===== config.mk =====
export PLATFORM = sky130hd
export DESIGN_NAME = line_miss_tracker
export DESIGN_NICKNAME = d
export VERILOG_FILES = /design/src/rtl/line_miss_tracker.sv
export SDC_FILE = /design/constraint.sdc
export NUM_CORES = 1
export LEC_CHECK = 0
export ABC_AREA = 1
export BUFFER_PORTS_ARGS = -buffer_cell sky130_fd_sc_hd__buf_4
export CORE_MARGIN = 5
export CORE_UTILIZATION = 55
export CTS_CLUSTER_DIAMETER = 40
export DETAILED_ROUTE_END_ITERATION = 8
export HOLD_SLACK_MARGIN = 0.12
export PLACE_DENSITY_LB_ADDON = 0.3
export SLEW_MARGIN = 20
export SYNTH_ARGS = -nofsm -noshare
export SYNTH_HDL_FRONTEND = slang
export SYNTH_SLANG_ARGS = --single-unit

===== constraint.sdc =====
create_clock -name clk -period 13.2 [get_ports clk]
set_input_delay 1.32 -clock clk [delete_from_list [all_inputs] [get_ports clk]]
set_output_delay 1.32 -clock clk [all_outputs]
set_load 0.02 [all_outputs]

===== src/rtl/line_miss_tracker.sv =====
module line_miss_tracker #(
  parameter int ENTRIES = 4,
  parameter int LINE_W  = 26,
  parameter int LDID_W  = 3,
  localparam int SLOT_W = (ENTRIES > 1) ? $clog2(ENTRIES) : 1,
  localparam int NLOADS = 1 << LDID_W
) (
  input  logic              clk,
  input  logic              rst_n,
  input  logic              req_valid,
  input  logic [LINE_W-1:0] req_line,
  input  logic [LDID_W-1:0] req_ldid,
  output logic              req_accept,
  output logic              req_merge,
  output logic [SLOT_W-1:0] req_slot,
  input  logic              fill_valid,
  input  logic [SLOT_W-1:0] fill_slot,
  output logic              nl_req_valid,
  output logic [LINE_W-1:0] nl_req_line,
  output logic [SLOT_W-1:0] nl_req_slot,
  output logic              wake_valid,
  output logic [LINE_W-1:0] wake_line,
  output logic [NLOADS-1:0] wake_mask,
  output logic              kill_valid,
  output logic [LDID_W-1:0] kill_ldid,
  output logic              full,
  output logic [NLOADS-1:0] parked
);

  logic [ENTRIES-1:0] v_q;
  logic [LINE_W-1:0]  line_q [ENTRIES];
  logic [NLOADS-1:0]  wait_q [ENTRIES];

  logic               freeing;
  logic [ENTRIES-1:0] hit, open;
  logic               any_hit, any_open;
  logic [SLOT_W-1:0]  hit_idx, open_idx;
  logic [NLOADS-1:0]  ld_bit;
  logic               refused;

  assign freeing = fill_valid && v_q[fill_slot];
  assign ld_bit  = NLOADS'(1) << req_ldid;

  always_comb begin
    for (int i = 0; i < ENTRIES; i++) begin
      hit[i]  = v_q[i] && (line_q[i] == req_line) && !(freeing && fill_slot == SLOT_W'(i));
      open[i] = !v_q[i] || (freeing && fill_slot == SLOT_W'(i));
    end
  end

  always_comb begin
    hit_idx  = '0;
    open_idx = '0;
    for (int i = ENTRIES - 1; i >= 0; i--) begin
      if (hit[i])  hit_idx  = SLOT_W'(i);
      if (open[i]) open_idx = SLOT_W'(i);
    end
  end

  assign any_hit    = |hit;
  assign any_open   = |open;
  assign req_merge  = req_valid && any_hit;
  assign req_accept = req_valid && (any_hit || any_open);
  assign req_slot   = any_hit ? hit_idx : open_idx;
  assign refused    = req_valid && !req_accept;

  always_ff @(posedge clk) begin
    if (!rst_n) begin
      v_q          <= '0;
      for (int i = 0; i < ENTRIES; i++) begin
        line_q[i] <= '0;
        wait_q[i] <= '0;
      end
      nl_req_valid <= 1'b0;
      nl_req_line  <= '0;
      nl_req_slot  <= '0;
      wake_valid   <= 1'b0;
      wake_line    <= '0;
      wake_mask    <= '0;
      kill_valid   <= 1'b0;
      kill_ldid    <= '0;
      full         <= 1'b0;
      parked       <= '0;
    end else begin
      wake_valid <= freeing;
      if (freeing) begin
        wake_line         <= line_q[fill_slot];
        wake_mask         <= wait_q[fill_slot] | parked;
        v_q[fill_slot]    <= 1'b0;
        wait_q[fill_slot] <= '0;
        parked            <= '0;
        full              <= 1'b0;
      end

      nl_req_valid <= req_accept && !req_merge;
      if (req_accept && !req_merge) begin
        v_q[open_idx]    <= 1'b1;
        line_q[open_idx] <= req_line;
        wait_q[open_idx] <= ld_bit;
        nl_req_line      <= req_line;
        nl_req_slot      <= open_idx;
      end
      if (req_merge)
        wait_q[hit_idx] <= wait_q[hit_idx] | ld_bit;

      if (refused) begin
        parked[req_ldid] <= 1'b1;
        full             <= 1'b1;
      end

      kill_valid <= req_valid;
      if (req_valid) kill_ldid <= req_ldid;
    end
  end

  p_new_line_request_r2: assert property (@(posedge clk) disable iff (!rst_n)
    nl_req_valid |-> $past(req_valid && req_accept && !req_merge));

  p_merge_quiet_r3: assert property (@(posedge clk) disable iff (!rst_n)
    (req_valid && req_merge) |=> !nl_req_valid);

  p_refuse_only_when_full_r4: assert property (@(posedge clk) disable iff (!rst_n)
    (req_valid && !req_accept) |-> (&v_q) && !fill_valid);

  p_full_sticky_r5: assert property (@(posedge clk) disable iff (!rst_n)
    (full && !fill_valid) |=> full);

  p_wake_after_fill_r6: assert property (@(posedge clk) disable iff (!rst_n)
    wake_valid |-> $past(fill_valid));

  p_kill_follows_r8: assert property (@(posedge clk) disable iff (!rst_n)
    req_valid |=> (kill_valid && kill_ldid == $past(req_ldid)));

endmodule


### After elaboration in Yosys (flattened, before gate mapping)

Memory sizes are Yosys's and may differ from the RTL's. A register that Yosys moved wholly into a read port is not among the register bits.
Index checks and enable logic that the tools add are counted.

* register bits after elaboration: 55
* latch bits: 0
* bits in writable memories: 136
* bits in read-only memories: 0
* bits of input ports: 35
* output and inout port bits: 81
* logic and storage cells: 123
* memories kept: 2

Memory list
* line_q: words 4, bits a word 26, read ports 5, clocked after Yosys merged registers in 1, wr ports 4, line 31 `logic [LINE_W-1:0] line_q [ENTRIES];`
* wait_q: words 4, bits a word 8, read ports 2, clocked after Yosys merged registers in 0, wr ports 4, line 32 `logic [NLOADS-1:0] wait_q [ENTRIES];`

* add/subtract/negate cells: 0
* multiply operators: 0
* divide/modulo/power cells: 0
* order comparisons: 6
* equality and inequality tests: 7
* shifts and indexed selects: 1
* mux-type cells: 47
* bitwise gates (word level): 6
* reductions and logical operators: 44

Operator list (count)
* 26-bit equality test: 4
* 8-bit two-way mux: 6
* 2-bit two-way mux: 13
* 26-bit two-way mux: 1
* 26-bit OR reduction: 1
* 8-bit bitwise OR: 3
* 8-bit OR reduction: 3
* 1-bit logical AND: 20
* 1-bit two-way mux: 20
* 4-bit two-way mux: 3
* 1-bit logical NOT: 11
* 4-bit OR reduction: 2
* 1-bit by 3-bit << shifter with 8-bit output, first input constant: 1
* 2-bit by 3-bit < comparator with 1-bit output, second input constant: 2
* 1-bit logical OR: 5
* 4-bit AND: 1
* 1-bit demux with 2-bit select: 2
* 2-bit equality test, second input constant: 2
* 2-bit by 1-bit greater-or-equal comparator with 1-bit output, second input constant: 2
* 3-bit by 4-bit < comparator with 1-bit output, second input constant: 1
* 4-bit inverter: 1
* 4-bit bitwise OR: 1
* 1-bit demux with 3-bit select: 1
* 3-bit by 1-bit greater-or-equal comparator with 1-bit output, second input constant: 1
* other kinds (4): 4

### Logic depth before layout (Yosys ltp)

Gate-level depths: netlist of the first run.

* word-level depth: 16
* mapped depth: 19
* mapped depth without buffers: 17

### Worst setup path before layout of the first run

Ideal clock, no wire load.

* path kind: input port to flip-flop
* start point: in fill_slot[0]
* end point: mem line_q[1][0] (enable)
* library setup time: 0.445 ns
* arrival: 4.627 ns
* data required time: 12.755 ns
* setup slack: 8.128 ns
* stages: 15
* path buffers: 2
* path through: buf_4 o21ai_1 nand2_1 nand2_1 nand2_1 nand2_1 nand2_2 nand3_2 nand2_4 nor2_8 nand3_4 clkbuf_1 inv_1 nand3_1 o21ai_0

RTL lines
* start, declared: line 17 `input logic [SLOT_W-1:0] fill_slot,`
* end, declared: line 31

### Worst setup path in the final report of the first run

* start point: in fill_slot[0]
* end point: out req_slot[0]

* word-level cells in the longest chain between the ends: 11

RTL lines
* 1-bit binary-select mux with 2-bit select: line 41 `assign freeing = fill_valid && v_q[fill_slot];`
* 1-bit two-way mux (not written as such): line 41
* 1-bit logical AND: line 41
* 1-bit logical AND: line 46, 47
* 1-bit logical NOT: line 46 `hit[i] = v_q[i] && (line_q[i] == req_line) && !(freeing && fill_slot == SLOT_W'(i));`
* 1-bit logical AND: line 46
* 2-bit two-way mux (4 in a row): line 55 `if (hit[i]) hit_idx = SLOT_W'(i);`
* 2-bit two-way mux (*): line 64 `assign req_slot = any_hit ? hit_idx : open_idx;`
* end, declared: line 15 `output logic [SLOT_W-1:0] req_slot,`

Every way passes the cells marked *; elsewhere a longest branch is shown, timed or not. The select of a mux whose other input is x is not followed.

==> results of run 1 <==
-- state kept, by name, summed over array words and instances, names as in the netlist --
| signal | count |
|---|---|
| parked | 8 |
| v_q | 4 |
| wake_mask | 8 |
| nl_req_slot | 2 |
| nl_req_valid | 1 |
| full | 1 |
| line_q | 104 |
| wake_line | 26 |
| wake_valid | 1 |
| nl_req_line | 26 |
| kill_ldid | 3 |
| kill_valid | 1 |
| wait_q | 32 |
-- layout by cell type (no fill, tap or decap), types with 20 or more instances in the layout --
cell type,count
edfxtp_1,136
o21ai_0,54
nand2_1,318
xnor2_1,37
inv_1,125
buf_4,119
nor2_1,151
a221oi_1,23
nand3_1,97
xor2_1,20
clkbuf_16,31
dfxtp_1,81
a21oi_1,89
-- layer usage --
| metal | track usage | part of all wire | vias to the layer above |
|---|---|---|---|
| met1 | 0.381 | 0.40 | 4490 |
| li1 | - | - | 4471 |
| met2 | 0.440 | 0.46 | 598 |
| met3 | 0.0461 | 0.095 | 121 |
| met4 | 0.116 | 0.039 | 0 |
| met5 | 0 | 0 | - |
-- logic make-up (layout without fill, tap and decap cells) --
group                  Yosys count  count (layout)  synth area share
AO/OA/AOI/OAI                  196             196             0.104
XOR/XNOR                        57              57            0.0462
buffers and inverters          194             309            0.0725
flip-flops                     217             217             0.528
AND/OR/NAND/NOR                625             625             0.249
-- worst max-delay path, cell delays in order --
cell     delay, ns
buf_4         0.16
inv_1         0.09
nor2_4        0.67
nand3_1       0.19
nand2_1       0.19
inv_2         0.09
nand2_2       0.10
nand2_1       0.40
nand2_2       0.49
o21ai_0       0.25
buf_4         0.22
-- power groups by stage --
stage	Combinational (mW)	Sequential [mW]	Clock (mW)
after detailed placement	0.195	0.793	0
after floorplan	0.113	0.800	0
final	0.199	0.781	0.817
after global routing	0.215	0.784	0.854
after CTS	0.196	0.780	0.821
after global placement	0.192	0.792	0
-- layout make-up --
type                    instances  share of cell area
flip-flops and latches        217               0.445
multi-input cells             878               0.339
clock buffers                  34              0.0622
repair buffers                119              0.0697
clock inverters                23              0.0185
well taps                     265              0.0259
inverters                     133              0.0390
-- how the worst min path moves through the flow --
stage                            startpoint                      endpoint  slack (ns)  cells past startpoint
2_1_floorplan    wait_q[2][3]$_SDFFCE_PN0P_     wake_mask[3]$_SDFFE_PN0P_        0.51                      2
3_3_place_gp   nl_req_line[11]$_SDFFE_PN0N_  nl_req_line[11]$_SDFFE_PN0N_        0.46                      2
3_5_place_dp   nl_req_line[10]$_SDFFE_PN0N_  nl_req_line[10]$_SDFFE_PN0N_        0.47                      2
4_1_cts        nl_req_line[20]$_SDFFE_PN0N_  nl_req_line[20]$_SDFFE_PN0N_        0.48                      2
5_1_grt        nl_req_line[20]$_SDFFE_PN0N_  nl_req_line[20]$_SDFFE_PN0N_        0.50                      2
6_report        nl_req_line[7]$_SDFFE_PN0N_   nl_req_line[7]$_SDFFE_PN0N_        0.47                      2
==> flow_metrics.py, run 1 <==
metrics = {
    "clocking": {
        "clkTransAtPathRegs_ns": 0.05,
        "hold_buffers": 0,
        "cts_max_level": 1,
        "post-cts-setup-buffers": 0,
        "cts_tree": "done",
        "clkSinkCount": 217,
        "cts_buffer_depth": 3,
        "insertion_delay_ns": 0.55,
        "cts_buffers": 31,
        "cts.repair.resized": 0,
        "cts_root_buf": "clkbuf_16",
    },
    "critical_path": {
        "crit_type": "in2out",
        "r2r_slack_ns": 8.76,
        "path_max_fanout": 27,
        "setup.worst_path.end_class": "output pin",
        "critPathLaunchType": "input pin",
        "rr_startpoint": "v_q[1]$_SDFF_PN0_",
        "arrival_ns": 4.19,
        "cp-endpoint": "req_slot[0]",
        "critPathLaunch": "fill_slot[0]",
        "cp.required_ns": 11.88,
        "reg2reg_to": "line_q[2][17]$_SDFFCE_PN0P_",
        "ff2ff_path_depth": 16,
    },
    "timing": {
        "rsz0062_at_grt": "false",
        "finalHoldWorstSlack_ns": 0.473,
        "finalCritPeriodShare": 0.417,
        "tns_ns": 0,
        "slew_viol_final": 0,
        "fin_skew_ns": 0.0144,
        "fin_ws_ns": 7.69,
        "setup_viol": 0,
        "fin_crit_ns": 5.51,
        "hold_viol": 0,
        "tightest_slew_ns": 1.10,
        "slew_headroom": 0.261,
        "max_freq_mhz": 182,
    },
    "synth": {
        "synth_seq_cells": 217,
        "synth_flop_cell": "edfxtp_1",
        "synth_seq_area_share": 0.528,
        "syn_nets": 1324,
        "syn_inst": 1289,
        "synth_edf_count": 136,
        "async_reset_ff_frac": 0,
        "ys_top_cells_by_count": "nand2_1 (321), nor2_1 (152), edfxtp_1 (136), inv_1 (125), nand3_1 (97)",
        "post-synth-top-count-cell": "nand2_1",
        "postSynthAreaPerCell_um2": 8.39,
        "syn_area_um2": 10800,
        "synthTopCellsByArea": "edfxtp_1 (38%), dfxtp_1 (15%), nand2_1 (11%)",
        "yosys.area.top_type": "edfxtp_1",
        "synth_top_area_frac": 0.378,
        "synth.distinct_cells": 40,
        "yosys_warnings": 0,
    },
    "global_routing": {
        "track_usage": 0.278,
        "first_global_vias": 9284,
        "grt_max_degree": 75,
        "grt-ovfl-total": 0,
        "antenna_found_initial": 0,
        "grt_pass1_wl_um": 49200,
    },
    "final_layout": {
        "finish.utilization": 0.660,
        "multi_input_comb_area_um2": 4350,
        "fill_cells": 1654,
        "area_growth_syn_to_layout_pct": 18.5,
        "nets": 1415,
        "instances_no_fill": 1669,
        "final_area_um2": 12800,
        "diodes": 0,
        "drive_above_1_share": 0.147,
        "regArea_um2": 5710,
    },
    "floorplan": {
        "dieWidth_um": 150,
        "ios": 116,
        "rows": 51,
        "chipHeight_um": 150,
        "fp.coreArea_um2": 19400,
        "die_area_um2": 22600,
        "start_util": 0.557,
    },
    "placed_design": {
        "io_buffers": 115,
        "post_dp_cell_area_um2": 11800,
        "dp_hpwl_um": 21500,
        "pre_cts_slack_ns": 6.95,
        "placed_cells": 1612,
        "gp_congestion": 0.992,
    },
    "detailed_routing": {
        "routed_wl_um": 31800,
        "vias": 9680,
        "drtIter0Drc": 1137,
        "ant_nets": 0,
        "vias_per_cell": 5.80,
        "drc": 0,
        "avgRoutedWirePerCell_um": 19.0,
        "dr.pass1.iters": 6,
    },
    "pwr": {
        "switching_share": 0.265,
        "pwr-share-comb": 0.111,
        "cellInternalPower_mw": 1.32,
        "switchingPower_mw": 0.476,
        "p_clk_frac": 0.455,
        "peakVddDrop_uv": 96.9,
        "powerDensity_nw_per_um2": 140,
        "leakagePower_nw": 5.59,
        "seq_power_share": 0.435,
        "p_total_mw": 1.80,
    },
    "run_status": {
        "status": "completed",
    },
    "run": {
        "cap_violations": 0,
    },
    "hold_path": {
        "hold_path.class": "reg2reg",
    },
}
Note: power is estimated with default switching activity, not from simulation.
==> run 2, diff against run 1 <==
--- a/config.mk
+++ b/config.mk
@@ -8,7 +8,7 @@
 export ABC_AREA = 1
 export BUFFER_PORTS_ARGS = -buffer_cell sky130_fd_sc_hd__buf_4
 export CORE_MARGIN = 5
-export CORE_UTILIZATION = 55
+export CORE_UTILIZATION = 53
 export CTS_CLUSTER_DIAMETER = 40
 export DETAILED_ROUTE_END_ITERATION = 8
 export HOLD_SLACK_MARGIN = 0.12
==> constraint.sdc (replaced) <==
create_clock -name clk -period 5.05 [get_ports clk]
set_input_delay 0.505 -clock clk [delete_from_list [all_inputs] [get_ports clk]]
set_output_delay 0.505 -clock clk [all_outputs]
set_load 0.02 [all_outputs]
==> flow_metrics.py, run 2 (synthesized netlist as in run 1, its figures left out) <==
metrics = {
    "run": {
        "cap_violations": 0,
    },
    "detailed_routing": {
        "drtIter0Drc": 1096,
        "vias_per_cell": 5.65,
        "routed_wl_um": 33000,
        "dr.pass1.iters": 6,
        "vias": 9516,
        "avgRoutedWirePerCell_um": 19.6,
        "ant_nets": 0,
        "drc": 0,
    },
    "timing": {
        "rsz0062_at_grt": "false",
        "slew_viol_final": 0,
        "fin_crit_ns": 3.89,
        "finalHoldWorstSlack_ns": 0.248,
        "finalCritPeriodShare": 0.771,
        "hold_viol": 0,
        "tns_ns": 0,
        "fin_ws_ns": 1.16,
        "setup_viol": 0,
        "max_freq_mhz": 257,
        "tightest_slew_ns": 0.749,
        "slew_headroom": 0.501,
        "fin_skew_ns": 0.0207,
    },
    "critical_path": {
        "r2r_slack_ns": 1.31,
        "cp.required_ns": 4.55,
        "path_buf_inv": 1,
        "reg2reg_to": "line_q[2][3]$_SDFFCE_PN0P_",
        "worst_path_most_repeated_cell": "nand2_1",
        "critPathMaxStageDelay_ns": 0.49,
        "rr_startpoint": "v_q[3]$_SDFF_PN0_",
        "path_cells": "nand2_1 -> o21ai_1 -> nand2_1 -> nand2_1 -> nand2_1 -> nand2_1 -> nand2_2 -> nand3_2 -> nand2_1 -> nand2_1 -> nand2_2 -> o21ai_0 -> buf_4",
        "crit_type": "reg2out",
        "critPathLaunchType": "flip-flop",
        "setup.worst_path.end_class": "output pin",
        "cpMaxStageDelayCell": "nand2_1",
        "crit_family": "simple AND/OR/NAND/NOR gates",
        "path_max_fanout": 18,
        "arrival_ns": 3.39,
        "ff2ff_path_depth": 17,
    },
    "placed_design": {
        "post_dp_cell_area_um2": 11800,
        "dp_hpwl_um": 22900,
        "placed_cells": 1627,
        "gp_congestion": 0.991,
        "io_buffers": 115,
        "pre_cts_slack_ns": 1.07,
    },
    "clocking": {
        "hold_buffers": 0,
        "cts_max_level": 1,
        "cts.repair.resized": 0,
        "clkSinkCount": 217,
        "clkTransAtPathRegs_ns": 0.06,
        "cts_root_buf": "clkbuf_16",
        "post-cts-setup-buffers": 0,
        "cts_buffers": 30,
        "insertion_delay_ns": 0.55,
        "cts_buffer_depth": 3,
        "cts_tree": "done",
    },
    "global_routing": {
        "grt_pass1_wl_um": 51600,
        "track_usage": 0.276,
        "antenna_found_initial": 0,
        "grt_max_degree": 58,
        "first_global_vias": 9357,
        "grt-ovfl-total": 0,
    },
    "final_layout": {
        "instances_no_fill": 1683,
        "layout_common_cells": "nand2_1 (321), nor2_1 (151), edfxtp_1 (136), buf_4 (129), inv_1 (125)",
        "nets": 1424,
        "final_area_um2": 12900,
        "largest_register_ffs": 104,
        "area_growth_syn_to_layout_pct": 19.1,
        "finish.utilization": 0.638,
        "drive_above_1_share": 0.151,
        "final_common_cell": "nand2_1",
        "largestRegisters": "line_q x104, wait_q x32",
        "fill_cells": 1780,
        "diodes": 0,
        "regMostFlops": "line_q",
    },
    "pwr": {
        "peakVddDrop_uv": 327,
        "p_total_mw": 4.71,
        "powerDensity_nw_per_um2": 366,
        "leakagePower_nw": 5.64,
    },
    "floorplan": {
        "die_area_um2": 23400,
        "chipHeight_um": 153,
        "ios": 116,
        "fp.coreArea_um2": 20200,
        "rows": 52,
        "dieWidth_um": 153,
        "start_util": 0.536,
    },
    "hold_path": {
        "hold_path.class": "in2reg",
        "holdPathEnd": "nl_req_line[10]$_SDFFE_PN0N_",
        "hold_depth": 3,
        "hp-start": "req_line[10]",
    },
    "run_status": {
        "status": "completed",
    },
}
-- run 2: changes by cell type in the layout (fill, tap and decap cells not counted), sizes merged --
cell / delta
buf: +10
clkbuf: -2
inv: +7
clkinvlp: -2
bufinv: -1
clkinv: -3
-- run 2: how the worst max path moves through the flow --
stage	slack (ns)	start	cells past startpoint	endpoint
after detailed placement	1.07	fill_slot[0]	17	line_q[2][4]$_SDFFCE_PN0P_
after CTS	1.23	v_q[3]$_SDFF_PN0_	13	req_slot[0]
final	1.16	v_q[3]$_SDFF_PN0_	13	req_slot[0]
after global routing	0.92	v_q[2]$_SDFF_PN0_	13	req_slot[0]
after global placement	1.15	fill_slot[0]	17	line_q[2][6]$_SDFFCE_PN0P_
after floorplan	0.79	fill_slot[0]	15	line_q[1][0]$_SDFFCE_PN0P_
-- run 2: power breakdown --
part	internal (mW)	total (mW)	switching (mW)	leakage (nW)
logic	0.170	0.532	0.363	3.07
clock network	1.27	2.14	0.866	0.499
registers	1.98	2.04	0.0570	2.08
total	3.42	4.71	1.29	5.64
-- run 2: metal layers --
layer,track usage,routed length (um)
met1,0.378,13500
met2,0.446,15400
met3,0.0582,3360
met4,0.0832,764
met5,0,0
-- run 2: tightest hold or removal path, cell delays in order --
cell     delay (ns)
buf_4          0.12
nand2_1        0.09
nand2_1        0.06
-- run 2: layout make-up --
cell class,instances,area [um2],share of cell area
timing repair buffer,129,968,0.0752
tap,270,338,0.0262
multi-input combinational,878,4330,0.336
clock buffer,32,790,0.0613
inverter,133,499,0.0388
clock inverter,24,245,0.0191
sequential,217,5710,0.443
==> run 3, diff against run 2 <==
--- a/config.mk
+++ b/config.mk
@@ -5,7 +5,7 @@
 export SDC_FILE = /design/constraint.sdc
 export NUM_CORES = 1
 export LEC_CHECK = 0
-export ABC_AREA = 1
+export ABC_AREA = 0
 export BUFFER_PORTS_ARGS = -buffer_cell sky130_fd_sc_hd__buf_4
 export CORE_MARGIN = 5
 export CORE_UTILIZATION = 53
==> constraint.sdc (replaced) <==
create_clock -name clk -period 3.1 [get_ports clk]
set_input_delay 0.31 -clock clk [delete_from_list [all_inputs] [get_ports clk]]
set_output_delay 0.31 -clock clk [all_outputs]
set_load 0.02 [all_outputs]
==> flow_metrics.py, run 3 <==
metrics = {
    "detailed_routing": {
        "dr.pass1.iters": 5,
        "drtIter0Drc": 738,
        "vias": 8271,
        "drc": 0,
        "avgRoutedWirePerCell_um": 23.4,
        "vias_per_cell": 6.09,
        "routed_wl_um": 31800,
        "ant_nets": 0,
    },
    "critical_path": {
        "crit_type": "reg2out",
        "cp.required_ns": 2.79,
        "worst_path_most_repeated_cell": "or4_1",
        "arrival_ns": 3.03,
        "path_cells": "xor2_1 -> or4_1 -> or4_1 -> or4_4 -> nand4_1 -> buf_12 -> and2_4 -> buf_6",
        "path_buf_inv": 2,
        "setup.worst_path.end_class": "output pin",
        "critPathMaxStageDelay_ns": 0.47,
        "crit_family": "simple AND/OR/NAND/NOR gates",
        "path_max_fanout": 3,
        "critPathLaunchType": "flip-flop",
        "cpMaxStageDelayCell": "or4_1",
    },
    "synth": {
        "synth_seq_cells": 217,
        "syn_nets": 958,
        "synth_top_area_frac": 0.382,
        "postSynthAreaPerCell_um2": 11.6,
        "post-synth-top-count-cell": "edfxtp_1",
        "yosys.area.top_type": "edfxtp_1",
        "ys_top_cells_by_count": "edfxtp_1 (136), dfxtp_1 (81), xnor2_1 (80), and2_1 (78), nand2_1 (74)",
        "async_reset_ff_frac": 0,
        "synthTopCellsByArea": "edfxtp_1 (38%), dfxtp_1 (15%), mux4_2 (7.2%)",
        "synth_edf_count": 136,
        "synth.distinct_cells": 63,
        "synth_flop_cell": "edfxtp_1",
        "syn_area_um2": 10700,
        "syn_inst": 923,
        "yosys_warnings": 0,
        "synth_seq_area_share": 0.533,
    },
    "final_layout": {
        "area_growth_syn_to_layout_pct": 27.3,
        "diodes": 0,
        "fill_cells": 1488,
        "largestRegisters": "line_q x104, wait_q x32",
        "drive_above_1_share": 0.320,
        "nets": 1100,
        "regMostFlops": "line_q",
        "final_common_cell": "buf_4",
        "largest_register_ffs": 104,
        "layout_common_cells": "buf_4 (167), edfxtp_1 (136), dfxtp_1 (81), xnor2_1 (79), and2_1 (77)",
    },
    "timing": {
        "fin_crit_ns": 3.34,
        "fin_ws_ns": -0.244,
        "setup_viol": 10,
        "rsz0062_at_grt": "true",
        "fin_skew_ns": 0.0102,
        "max_freq_mhz": 299,
        "slew_headroom": 0.613,
        "tightest_slew_ns": 0.574,
        "hold_viol": 0,
        "tns_ns": -0.760,
        "slew_viol_final": 0,
        "finalCritPeriodShare": 1.08,
    },
    "pwr": {
        "p_clk_frac": 0.447,
        "seq_power_share": 0.429,
        "p_total_mw": 7.71,
        "pwr-share-comb": 0.123,
        "switchingPower_mw": 2.02,
        "cellInternalPower_mw": 5.69,
        "leakagePower_nw": 5.20,
        "powerDensity_nw_per_um2": 566,
        "switching_share": 0.262,
        "peakVddDrop_uv": 649,
    },
    "floorplan": {
        "dieWidth_um": 152,
        "chipHeight_um": 152,
        "rows": 52,
        "ios": 116,
        "die_area_um2": 23100,
        "fp.coreArea_um2": 20000,
        "start_util": 0.534,
    },
    "run_status": {
        "status": "finished with violations",
        "violations": "negative setup slack",
    },
    "global_routing": {
        "grt_pass1_wl_um": 48700,
        "first_global_vias": 8297,
        "grt_max_degree": 36,
        "antenna_found_initial": 0,
        "grt-ovfl-total": 0,
        "track_usage": 0.266,
    },
    "clocking": {
        "cts_root_buf": "clkbuf_16",
        "cts_buffer_depth": 3,
        "cts_max_level": 1,
        "cts_buffers": 30,
        "clkSinkCount": 217,
        "insertion_delay_ns": 0.54,
        "cts_tree": "done",
        "clkTransAtPathRegs_ns": 0.06,
    },
    "placed_design": {
        "gp_congestion": 0.979,
        "io_buffers": 115,
        "dp_hpwl_um": 22400,
    },
    "run": {
        "cap_violations": 0,
    },
    "hold_path": {
        "hold_path.class": "in2reg",
    },
}
==> run 3: metrics by stage <==
step / cells / setup WS (ns) / cell area, um2 / hold WS, ns / utilization
2_1_floorplan: 923 / -0.0947 / 10700 / 0.507 / -
3_3_place_gp: 1292 / 0.0668 / 12200 / 0.434 / 0.609
3_5_place_dp: 1292 / -0.00766 / 12200 / 0.441 / 0.609
4_1_cts: 1355 / -0.263 / 13300 / 0.123 / 0.666
5_1_grt: 1359 / -0.316 / 13600 / 0.133 / 0.680
6_report: 1359 / -0.244 / 13600 / 0.132 / 0.680
==> run 3: cell type report <==
cell class                 count  area (um2)  share of cell area
clock buffer                  34         807              0.0593
tap                          270         338              0.0248
inverter                      11        41.3             0.00303
sequential                   217        5710               0.419
timing repair buffer         187        1590               0.117
multi-input combinational    618        4910               0.361
clock inverter                22         225              0.0165
==> run 3: cells by family after synthesis <==
group | Yosys count | synth area share
buffers and inverters | 88 | 0.0346
muxes | 38 | 0.0755
and+or+nand+nor | 323 | 0.167
AOI/OAI and AO/OA | 152 | 0.104
xor gates and xnor gates | 105 | 0.0860
DFF | 217 | 0.533
==> run 3: worst paths after layout <==
kind / to / from / slack (ns) / cells after the start
max reg2reg: wait_q[1][5]$_SDFFCE_PN0P_ / line_q[0][9]$_SDFFCE_PN0P_ / -0.04 / 10
min reg2reg: nl_req_line[19]$_SDFFE_PN0N_ / nl_req_line[19]$_SDFFE_PN0N_ / 0.45 / 1
max: req_merge / line_q[0][9]$_SDFFCE_PN0P_ / -0.24 / 8
min: line_q[0][7]$_SDFFCE_PN0P_ / req_line[7] / 0.13 / 2
==> run 3: power by group through the flow <==
stage	registers, mW	clock network, mW	logic, mW
after floorplan	3.40	0	0.487
after global placement	3.36	0	0.914
after detailed placement	3.37	0	0.920
after CTS	3.31	3.47	0.932
after global routing	3.32	3.61	1.01
final	3.31	3.45	0.952
==> run 3: repair_timing <==
item,4_1_cts,5_1_grt
setup buffers,3,5
setup endpoints to repair,4,37
pin swaps,7,37
hold buffers,4,0
resized for setup,9,47
endpoints found under the hold margin,3,0
cloned,0,0
==> run 3: metal layers <==
metal	global-route usage	up-vias	wire, um
li1	-	3682	-
met1	0.361	4080	12800
met2	0.431	423	15100
met3	0.0424	86	2510
met4	0.107	0	1420
met5	0	-	0
